`config.mk`:
```
export PLATFORM = sky130hd
export DESIGN_NAME = rsPool
export DESIGN_NICKNAME = d
export VERILOG_FILES = /design/src/rtl/rsPkg.sv /design/src/rtl/rsOperand.sv /design/src/rtl/rsData.sv /design/src/rtl/rsCtrl.sv /design/src/rtl/rsPool.sv
export SDC_FILE = /design/constraint.sdc
export NUM_CORES = 1
export LEC_CHECK = 0
export ABC_AREA = 1
export CORE_MARGIN = 2
export CORE_UTILIZATION = 48
export DETAILED_ROUTE_END_ITERATION = 10
export HOLD_SLACK_MARGIN = 0.1
export PLACE_DENSITY = 0.67
export SYNTH_ARGS = -nofsm -noshare
export SYNTH_HDL_FRONTEND = slang
export SYNTH_HIERARCHICAL = 1
export SYNTH_SLANG_ARGS = --single-unit
export TNS_END_PERCENT = 10
```
`constraint.sdc`:
```
create_clock -name clk -period 4.48 [get_ports clk]
set_input_delay 0.896 -clock clk [delete_from_list [all_inputs] [get_ports clk]]
set_output_delay 0.896 -clock clk [all_outputs]
set_load 0.01 [all_outputs]
```
`src/rtl/rsPkg.sv`:
```
package rsPkg;
  parameter int unsigned RS_DEPTH = 4;
  parameter int unsigned TAG_W    = 3;
  parameter int unsigned DATA_W   = 16;
  parameter int unsigned OP_W     = 4;
  localparam int unsigned IDX_W   = (RS_DEPTH > 1) ? $clog2(RS_DEPTH) : 1;

  typedef logic [TAG_W-1:0]    tag_t;
  typedef logic [DATA_W-1:0]   data_t;
  typedef logic [OP_W-1:0]     op_t;
  typedef logic [RS_DEPTH-1:0] entMask_t;
  typedef logic [IDX_W-1:0]    age_t;

  // strobes from control to datapath
  typedef struct packed {
    entMask_t insSel;   // one-hot slot written this edge
    entMask_t dispSel;  // one-hot slot dispatched this cycle
  } ctrlStrobe_t;
endpackage

```
`src/rtl/rsOperand.sv`:
```
module rsOperand
  import rsPkg::*;
(
  input  logic  clk,
  input  logic  rstN,
  input  logic  load,
  input  logic  insRdy,
  input  tag_t  insTag,
  input  data_t insVal,
  input  logic  cdbValid,
  input  tag_t  cdbTag,
  input  data_t cdbVal,
  output logic  rdy,
  output data_t val
);
  logic  rdyQ;
  tag_t  tagQ;
  data_t valQ;
  logic  hitIns, hitHeld;

  assign hitIns  = cdbValid && (cdbTag == insTag);
  assign hitHeld = cdbValid && (cdbTag == tagQ) && !rdyQ;

  always_ff @(posedge clk) begin
    if (!rstN) begin
      rdyQ <= 1'b0;
      tagQ <= '0;
      valQ <= '0;
    end else if (load) begin
      tagQ <= insTag;
      rdyQ <= insRdy || hitIns;
      valQ <= (!insRdy && hitIns) ? cdbVal : insVal;
    end else if (hitHeld) begin
      rdyQ <= 1'b1;
      valQ <= cdbVal;
    end
  end

  assign rdy = rdyQ;
  assign val = valQ;
endmodule

```
`src/rtl/rsData.sv`:
```
module rsData
  import rsPkg::*;
(
  input  logic        clk,
  input  logic        rstN,
  input  ctrlStrobe_t strobes,
  input  op_t         insOp,
  input  tag_t        insDst,
  input  logic        insARdy,
  input  tag_t        insATag,
  input  data_t       insAVal,
  input  logic        insBRdy,
  input  tag_t        insBTag,
  input  data_t       insBVal,
  input  logic        cdbValid,
  input  tag_t        cdbTag,
  input  data_t       cdbVal,
  output entMask_t    entRdy,
  output logic        dispValid,
  output op_t         dispOp,
  output data_t       dispA,
  output data_t       dispB,
  output tag_t        dispDst
);
  op_t   opQ  [RS_DEPTH];
  tag_t  dstQ [RS_DEPTH];
  data_t aVal [RS_DEPTH];
  data_t bVal [RS_DEPTH];
  logic  [RS_DEPTH-1:0] aRdy, bRdy;

  for (genvar e = 0; e < RS_DEPTH; e++) begin : gEnt
    always_ff @(posedge clk) begin
      if (!rstN) begin
        opQ[e]  <= '0;
        dstQ[e] <= '0;
      end else if (strobes.insSel[e]) begin
        opQ[e]  <= insOp;
        dstQ[e] <= insDst;
      end
    end

    rsOperand uSrcA (
      .clk(clk), .rstN(rstN), .load(strobes.insSel[e]),
      .insRdy(insARdy), .insTag(insATag), .insVal(insAVal),
      .cdbValid(cdbValid), .cdbTag(cdbTag), .cdbVal(cdbVal),
      .rdy(aRdy[e]), .val(aVal[e])
    );

    rsOperand uSrcB (
      .clk(clk), .rstN(rstN), .load(strobes.insSel[e]),
      .insRdy(insBRdy), .insTag(insBTag), .insVal(insBVal),
      .cdbValid(cdbValid), .cdbTag(cdbTag), .cdbVal(cdbVal),
      .rdy(bRdy[e]), .val(bVal[e])
    );
  end

  assign entRdy = aRdy & bRdy;

  // and-or mux driven by the one-hot dispatch select
  always_comb begin
    dispValid = 1'b0;
    dispOp    = '0;
    dispA     = '0;
    dispB     = '0;
    dispDst   = '0;
    for (int e = 0; e < RS_DEPTH; e++) begin
      if (strobes.dispSel[e]) begin
        dispValid = 1'b1;
        dispOp    = dispOp  | opQ[e];
        dispA     = dispA   | aVal[e];
        dispB     = dispB   | bVal[e];
        dispDst   = dispDst | dstQ[e];
      end
    end
  end
endmodule

```
`src/rtl/rsCtrl.sv`:
```
module rsCtrl
  import rsPkg::*;
(
  input  logic        clk,
  input  logic        rstN,
  input  logic        insValid,
  input  entMask_t    entRdy,
  output logic        insReady,
  output entMask_t    validVec,
  output ctrlStrobe_t strobes
);
  entMask_t validQ;
  age_t     ageQ [RS_DEPTH];   // count of younger occupied entries
  entMask_t eligible;
  logic     slotFound, anyPick;
  age_t     pickAge;
  logic     insAny;

  assign insReady = |(~validQ);
  assign eligible = validQ & entRdy;
  assign validVec = validQ;

  // lowest empty slot takes the insert
  always_comb begin
    strobes.insSel = '0;
    slotFound = 1'b0;
    for (int e = 0; e < RS_DEPTH; e++) begin
      if (!slotFound && !validQ[e]) begin
        strobes.insSel[e] = insValid;
        slotFound = 1'b1;
      end
    end
  end

  // oldest eligible entry wins
  always_comb begin
    strobes.dispSel = '0;
    anyPick = 1'b0;
    pickAge = '0;
    for (int e = 0; e < RS_DEPTH; e++) begin
      if (eligible[e] && (!anyPick || ageQ[e] > pickAge)) begin
        anyPick = 1'b1;
        pickAge = ageQ[e];
        strobes.dispSel = '0;
        strobes.dispSel[e] = 1'b1;
      end
    end
  end

  assign insAny = |strobes.insSel;

  for (genvar e = 0; e < RS_DEPTH; e++) begin : gAge
    logic olderGone;
    assign olderGone = anyPick && (ageQ[e] > pickAge);
    always_ff @(posedge clk) begin
      if (!rstN) begin
        validQ[e] <= 1'b0;
        ageQ[e]   <= '0;
      end else if (strobes.insSel[e]) begin
        validQ[e] <= 1'b1;
        ageQ[e]   <= '0;
      end else if (strobes.dispSel[e]) begin
        validQ[e] <= 1'b0;
        ageQ[e]   <= '0;
      end else if (validQ[e]) begin
        ageQ[e]   <= ageQ[e] + age_t'(insAny) - age_t'(olderGone);
      end
    end
  end
endmodule

```
`src/rtl/rsPool.sv`:
```
module rsPool
  import rsPkg::*;
(
  input  logic                clk,
  input  logic                rstN,
  input  logic                insValid,
  output logic                insReady,
  input  logic [OP_W-1:0]     insOp,
  input  logic [TAG_W-1:0]    insDst,
  input  logic                insARdy,
  input  logic [TAG_W-1:0]    insATag,
  input  logic [DATA_W-1:0]   insAVal,
  input  logic                insBRdy,
  input  logic [TAG_W-1:0]    insBTag,
  input  logic [DATA_W-1:0]   insBVal,
  input  logic                cdbValid,
  input  logic [TAG_W-1:0]    cdbTag,
  input  logic [DATA_W-1:0]   cdbVal,
  output logic                dispValid,
  output logic [OP_W-1:0]     dispOp,
  output logic [DATA_W-1:0]   dispA,
  output logic [DATA_W-1:0]   dispB,
  output logic [TAG_W-1:0]    dispDst
);
  ctrlStrobe_t strobes;
  entMask_t    entRdy, validVec;
  entMask_t    insSelW, dispSelW;

  assign insSelW  = strobes.insSel;
  assign dispSelW = strobes.dispSel;

  rsCtrl uCtrl (
    .clk(clk), .rstN(rstN), .insValid(insValid), .entRdy(entRdy),
    .insReady(insReady), .validVec(validVec), .strobes(strobes)
  );

  rsData uData (
    .clk(clk), .rstN(rstN), .strobes(strobes),
    .insOp(insOp), .insDst(insDst),
    .insARdy(insARdy), .insATag(insATag), .insAVal(insAVal),
    .insBRdy(insBRdy), .insBTag(insBTag), .insBVal(insBVal),
    .cdbValid(cdbValid), .cdbTag(cdbTag), .cdbVal(cdbVal),
    .entRdy(entRdy), .dispValid(dispValid), .dispOp(dispOp),
    .dispA(dispA), .dispB(dispB), .dispDst(dispDst)
  );
endmodule

```
Word-level counts from Yosys, hierarchy flattened
Memories as Yosys holds them, arrays and structs flattened.
Cells that the tools add are included.
{"block": "classes", "n_addsub": 8, "magnitude_cmp": 7, "n_eq_ne": 10, "muxes": 149, "bitwise_logic": 35, "n_reduce_logical": 67}
{"cell": "$mux W16", "count": 26}
{"cell": "$or A16 B16 Y16", "count": 6}
{"cell": "$mux W1", "count": 88}
{"cell": "$mux W4", "count": 9}
{"cell": "$mux W2", "count": 17}
{"cell": "$eq A3 B3 Y1", "count": 10}
{"cell": "$logic_and A1 B1 Y1", "count": 30}
{"cell": "$mux W3", "count": 9}
{"cell": "$reduce_bool A2 Y1", "count": 12}
{"cell": "$or A1 B1 Y1", "count": 20}
{"cell": "$logic_not A1 Y1", "count": 18}
{"cell": "$gt A2 B2 Y1", "count": 7}
{"cell": "$or A4 B4 Y4", "count": 3}
{"cell": "$or A3 B3 Y3", "count": 3}
{"cell": "$add A2 B1 Y2", "count": 4}
{"cell": "$and A4 B4 Y4", "count": 2}
{"cell": "$reduce_or A4 Y1", "count": 2}
{"cell": "$sub A2 B1 Y2", "count": 4}
{"cell": "$logic_or A1 B1 Y1", "count": 5}
{"cell": "$not A4 Y4", "count": 1}
{"block": "word_totals", "register_bits": 164, "ramBits": 36, "output_inout_bits": 41, "memories": 3}
{"name": "uData.opQ", "depth": 4, "word_bits": 4, "rd": 4, "rd_clocked_by_memory_dff": 0, "wr": 4, "line_no": "rsData.sv:25", "text": "op_t opQ [RS_DEPTH];"}
{"name": "uData.dstQ", "depth": 4, "word_bits": 3, "rd": 4, "rd_clocked_by_memory_dff": 0, "wr": 4, "line_no": "rsData.sv:26", "text": "tag_t dstQ [RS_DEPTH];"}
{"name": "uCtrl.ageQ", "depth": 4, "word_bits": 2, "rd": 4, "rd_clocked_by_memory_dff": 0, "wr": 4, "line_no": "rsCtrl.sv:13", "text": "age_t ageQ [RS_DEPTH];"}

Logic depth before layout (Yosys ltp)
Gate-level depths: netlist of the first run.
{"block": "depth", "word_depth": 22, "mapped_depth": 43}

Modules after synthesis
Netlist of the first run, hierarchy kept.
{"mod": "rsOperand", "instances": 8, "cells_per_inst": 217, "area_each_um2": 1348.8, "seq_area_each_um2": 400.4}
{"mod": "rsData", "instances": 1, "cells_per_inst": 454, "area_each_um2": 2536.2, "seq_area_each_um2": 840.8}
{"mod": "rsCtrl", "instances": 1, "cells_per_inst": 177, "area_each_um2": 1302.5, "seq_area_each_um2": 320.3}

Least setup slack after synthesis of the first run
No wires, ideal clock.
{"block": "synth_path", "kind": "reg2reg", "from": "reg uData.gEnt[0].uSrcA.rdyQ", "to": "mem uCtrl/ageQ[1][1] in the netlist's numbering, data pin", "setup_ps": 252, "t_arrival_ps": 4238, "slack_ps": -11, "stages_incl_launch_ff": 40, "n_path_buf": 0, "synth_period_minus_slack_ps": 4491, "cell_sequence": "dfxtp_1 -> nand2_1 -> inv_1 -> nand2_2 -> clkinv_2 -> nand2_1 -> ha_1 -> nand2_1 -> nand2_1 -> nand2_1 -> nand2_2 -> nand2_2 -> nand2_1 -> nand2_1 -> ha_1 -> nand2_1 -> nand2_1 -> nand2_1 -> [... 4 more ...] -> ha_1 -> nand2_1 -> nand2_1 -> nand2_1 -> nand2_2 -> nand2_4 -> or2_1 -> nand2_1 -> ha_1 -> a21oi_1 -> a211oi_1 -> ha_1 -> inv_1 -> ha_1 -> xnor2_1 -> xor2_1 -> inv_1 -> nor2_1"}
{"item": "start: declaration", "line_no": "rsOperand.sv:16", "text": "logic rdyQ;"}
{"item": "start signal: assignment", "line_no": "rsOperand.sv:31", "text": "rdyQ <= insRdy || hitIns;"}
{"item": "end: declaration", "line_no": "rsCtrl.sv:13"}

==> reports/metrics.yaml, run 1 <==
worst_clock_skew_ns: 0.01196
synth-compound-area-share: 0.02326
drive_gt1_frac: 0.1587
grt_usage: 0.2996
layout.cells.non_filler: 2887
hp-class: "reg -> reg"
first_iter_violations: 1999
grt-ovfl-total: 0
synth_area_per_cell_sq_um: 6.180
r2r_setup_slack_ns: -0.87
synth-adder-area-share: 0.01882
p_per_area_mw_per_mm2: 261.2
final_cell_mix: "nand2_1 (581), inv_1 (546), nand3_1 (513), dfxtp_1 (162), nor2_1 (94)"
first_pass_iters: 8
period_needed_ns: 5.346
worstSetupStartpointType: "register"
maxCapViolations: 0
synth_top_area_cell: "dfxtp_1"
io_pins: 111
dieHeight_um: 178.6
synthSimpleGateAreaFrac: 0.4277
clk_latency_ns: 0.45
grt_max_degree: 138
port_buffers: 110
worst_pin_slew_ns: 1.086
max_stage_delay_ns: 0.34
finalHoldViolCount: 0
nets: 2575
finalPower_mw: 4.484
hold_depth: 2
fin_ws_ns: -0.8657
routed_wl_um: 48970
synth_top_area_frac: 0.2244
layout_commonest_cell: "nand2_1"
ant_nets: 0
dpl_worst_slack_ns: -0.5909
fin_crit_sh: 1.193
synth-xor-area-share: 0.01317
relSlewSlack: 0.2740
cts_tree: "done"
grt_pass1_wl_um: 74080
crit_path_start: "uData/gEnt[0].uSrcB/rdy"
core_area_sq_mm: 0.02980
htree_levels: 4
r2r_start: "uData/gEnt[0].uSrcB/rdy"
peakVddDrop_mv: 0.2095
place_area_sq_mm: 0.01572
critPathMaxFanout: 7
synth_area_leaders: "dfxtp_1 (22%), nand3_1 (18%), nand2_1 (17%), inv_1 (14%), edfxtp_1 (7.4%)"
ys_ff_latch: 200
crit_required_ns: 4.78
crit_path_end_kind: "register"
final_util: 0.5761
numClockSinks: 200
start_util: 0.4910
wire_per_inst_um: 16.96
power_leakage_nw: 10.05
syn_to_final_growth_pct: 17.34
rr_worst_depth: 40
netlist_instances: 2367
ys_warn_count: 6
placedCellCount: 2812
fmax_ghz: 0.1871
fin_area_sq_mm: 0.01717
cp_common_cell: "nand2_2"
status: "complete, but fails checks"
hp-start: "uData/gEnt[2].uSrcB/tagQ[0]"
cts_root_buffer: "clkbuf_16"
failed_checks: "negative setup slack"
ys_seq_area_frac: 0.2983
gp_congestion: 0.8790
drc: 0
synthesis.nets: 2459
arrival_ns: 5.64
die_area_sq_mm: 0.03189
fillCellCount: 2883
synth_area_sq_mm: 0.01463
dp_hpwl_um: 30730
placementRows: 63
first_global_vias: 13850
clkTransAtPathRegs_ns: 0.08
slew_violations: 0
worst_path_max_delay_cell: "dfxtp_2"
rsz0062_at_grt: "true"
cts_made_buffers: 17
via_count: 15300
cts_buffer_depth: 2
avgViaCountPerCell: 5.300
die_w_um: 178.6
setup.worst_path.class: "reg -> reg"
synth_cell_types: 33
antenna_found_initial: 1
synth.mux.area_fraction: 0
synth_top_family_by_area: "simple AND/OR/NAND/NOR gates"
finalSetupViolations: 48
## synth_stat cells (all sizes together)
| library cell | n |
|---|---|
| inv | 583 |
| xnor2 | 5 |
| o21ai | 32 |
| dfxtp | 164 |
| nand3b | 2 |
| nor2 | 124 |
| clkbuf | 9 |
| nand4 | 2 |
| nand3 | 543 |
| a31oi | 4 |
| nand2 | 692 |
| a211oi | 4 |
| xor2 | 17 |
| buf | 97 |
| edfxtp | 36 |
| nor3 | 2 |
| clkinv | 1 |
| a21oi | 25 |
| or2 | 3 |
| ha | 22 |
## critical path: cells and delay by family, from the launching register on
kind / cells / cell delay, ns
and+or+nand+nor: 24 / 1.88
adders and majority gates: 6 / 1.47
DFF: 1 / 0.34
buffers and inverters: 6 / 0.75
AOI/OAI and AO/OA: 2 / 0.38
xor gates and xnor gates: 2 / 0.37
## layer usage
layer / share of wire / vias up / GRT usage
met3: 0.096 / 144 / 0.04689
met4: 0.045 / 0 / 0.1551
met2: 0.44 / 847 / 0.4609
met1: 0.42 / 6939 / 0.4049
met5: 0 / - / 0
li1: - / 7371 / -
## what timing repair did
item | CTS | global route
hold buffers | 0 | 0
endpoints found under the setup margin | 48 | 48
resized for setup | 210 | 135
endpoints found under the hold margin | 0 | 0
cloned | 5 | 3
pin swaps | 26 | 60
buffers inserted | 31 | 9
## cells by family (layout without fill, tap and decap cells)
kind of cell	after synthesis	in the layout
and+or+nand+nor	1368	1368
buffers and inverters	690	819
DFF	200	200
AOI/OAI and AO/OA	65	65
adders and majority gates	22	22
xor gates and xnor gates	22	22
other	0	1
## sequential cells by signal, summed over array words and instances, names as in the netlist
signal / flops
uData/gEnt.uSrcA/rdy: 4
uData/gEnt.uSrcB/tagQ: 12
uData/gEnt.uSrcB/rdy: 4
uCtrl/ageQ: 8
uData/gEnt.uSrcB/val: 64
uData/gEnt.uSrcA/val: 64
uCtrl/validVec: 4
uData/gEnt.uSrcA/tagQ: 12
uData/dstQ: 12
uData/opQ: 16
## through the flow
step	hold WS (ns)	setup TNS, ns
detailed placement	0.5069	-25.04
finish	0.5269	-35.34
CTS	0.5315	-28.15
floorplan	0.4828	0
global placement	0.4970	-22.03
global route	0.5570	-44.10
## power breakdown
| part | switching [mW] | internal, mW |
|---|---|---|
| combinational | 0.585 | 0.333 |
| sequential | 0.0750 | 1.95 |
| clock | 0.718 | 0.820 |
| total | 1.38 | 3.11 |
## worst paths after layout
check / to
worst min-delay path: uData/gEnt[2].uSrcB/tagQ[0]
worst max-delay path: uCtrl/ageQ[1][1]
worst max register to register: uCtrl/ageQ[1][1]
worst min register to register: uData/gEnt[2].uSrcB/tagQ[0]
## cell type report
cell class,instances,area (sq um),area share
flip-flops and latches,200,4367,0.2544
repair buffers,203,1904,0.1109
well taps,390,488.0,0.02843
inverters,584,2220,0.1293
multi-input cells,1477,7624,0.4441
clock buffers,19,432.9,0.02522
diodes,1,2.502,0.0001458
clock inverters,13,127.6,0.007435
No activity file was read; power rests on OpenSTA's default activity.
==> run 2: changes to the inputs <==
--- a/config.mk
+++ b/config.mk
@@ -9,6 +9,7 @@
 export CORE_MARGIN = 2
 export CORE_UTILIZATION = 48
 export DETAILED_ROUTE_END_ITERATION = 10
+export GPL_TIMING_DRIVEN = 1
 export HOLD_SLACK_MARGIN = 0.1
 export PLACE_DENSITY = 0.67
 export SYNTH_ARGS = -nofsm -noshare
==> results of run 2 <==
Final layout, timing and power as in run 1 (identical DEF).
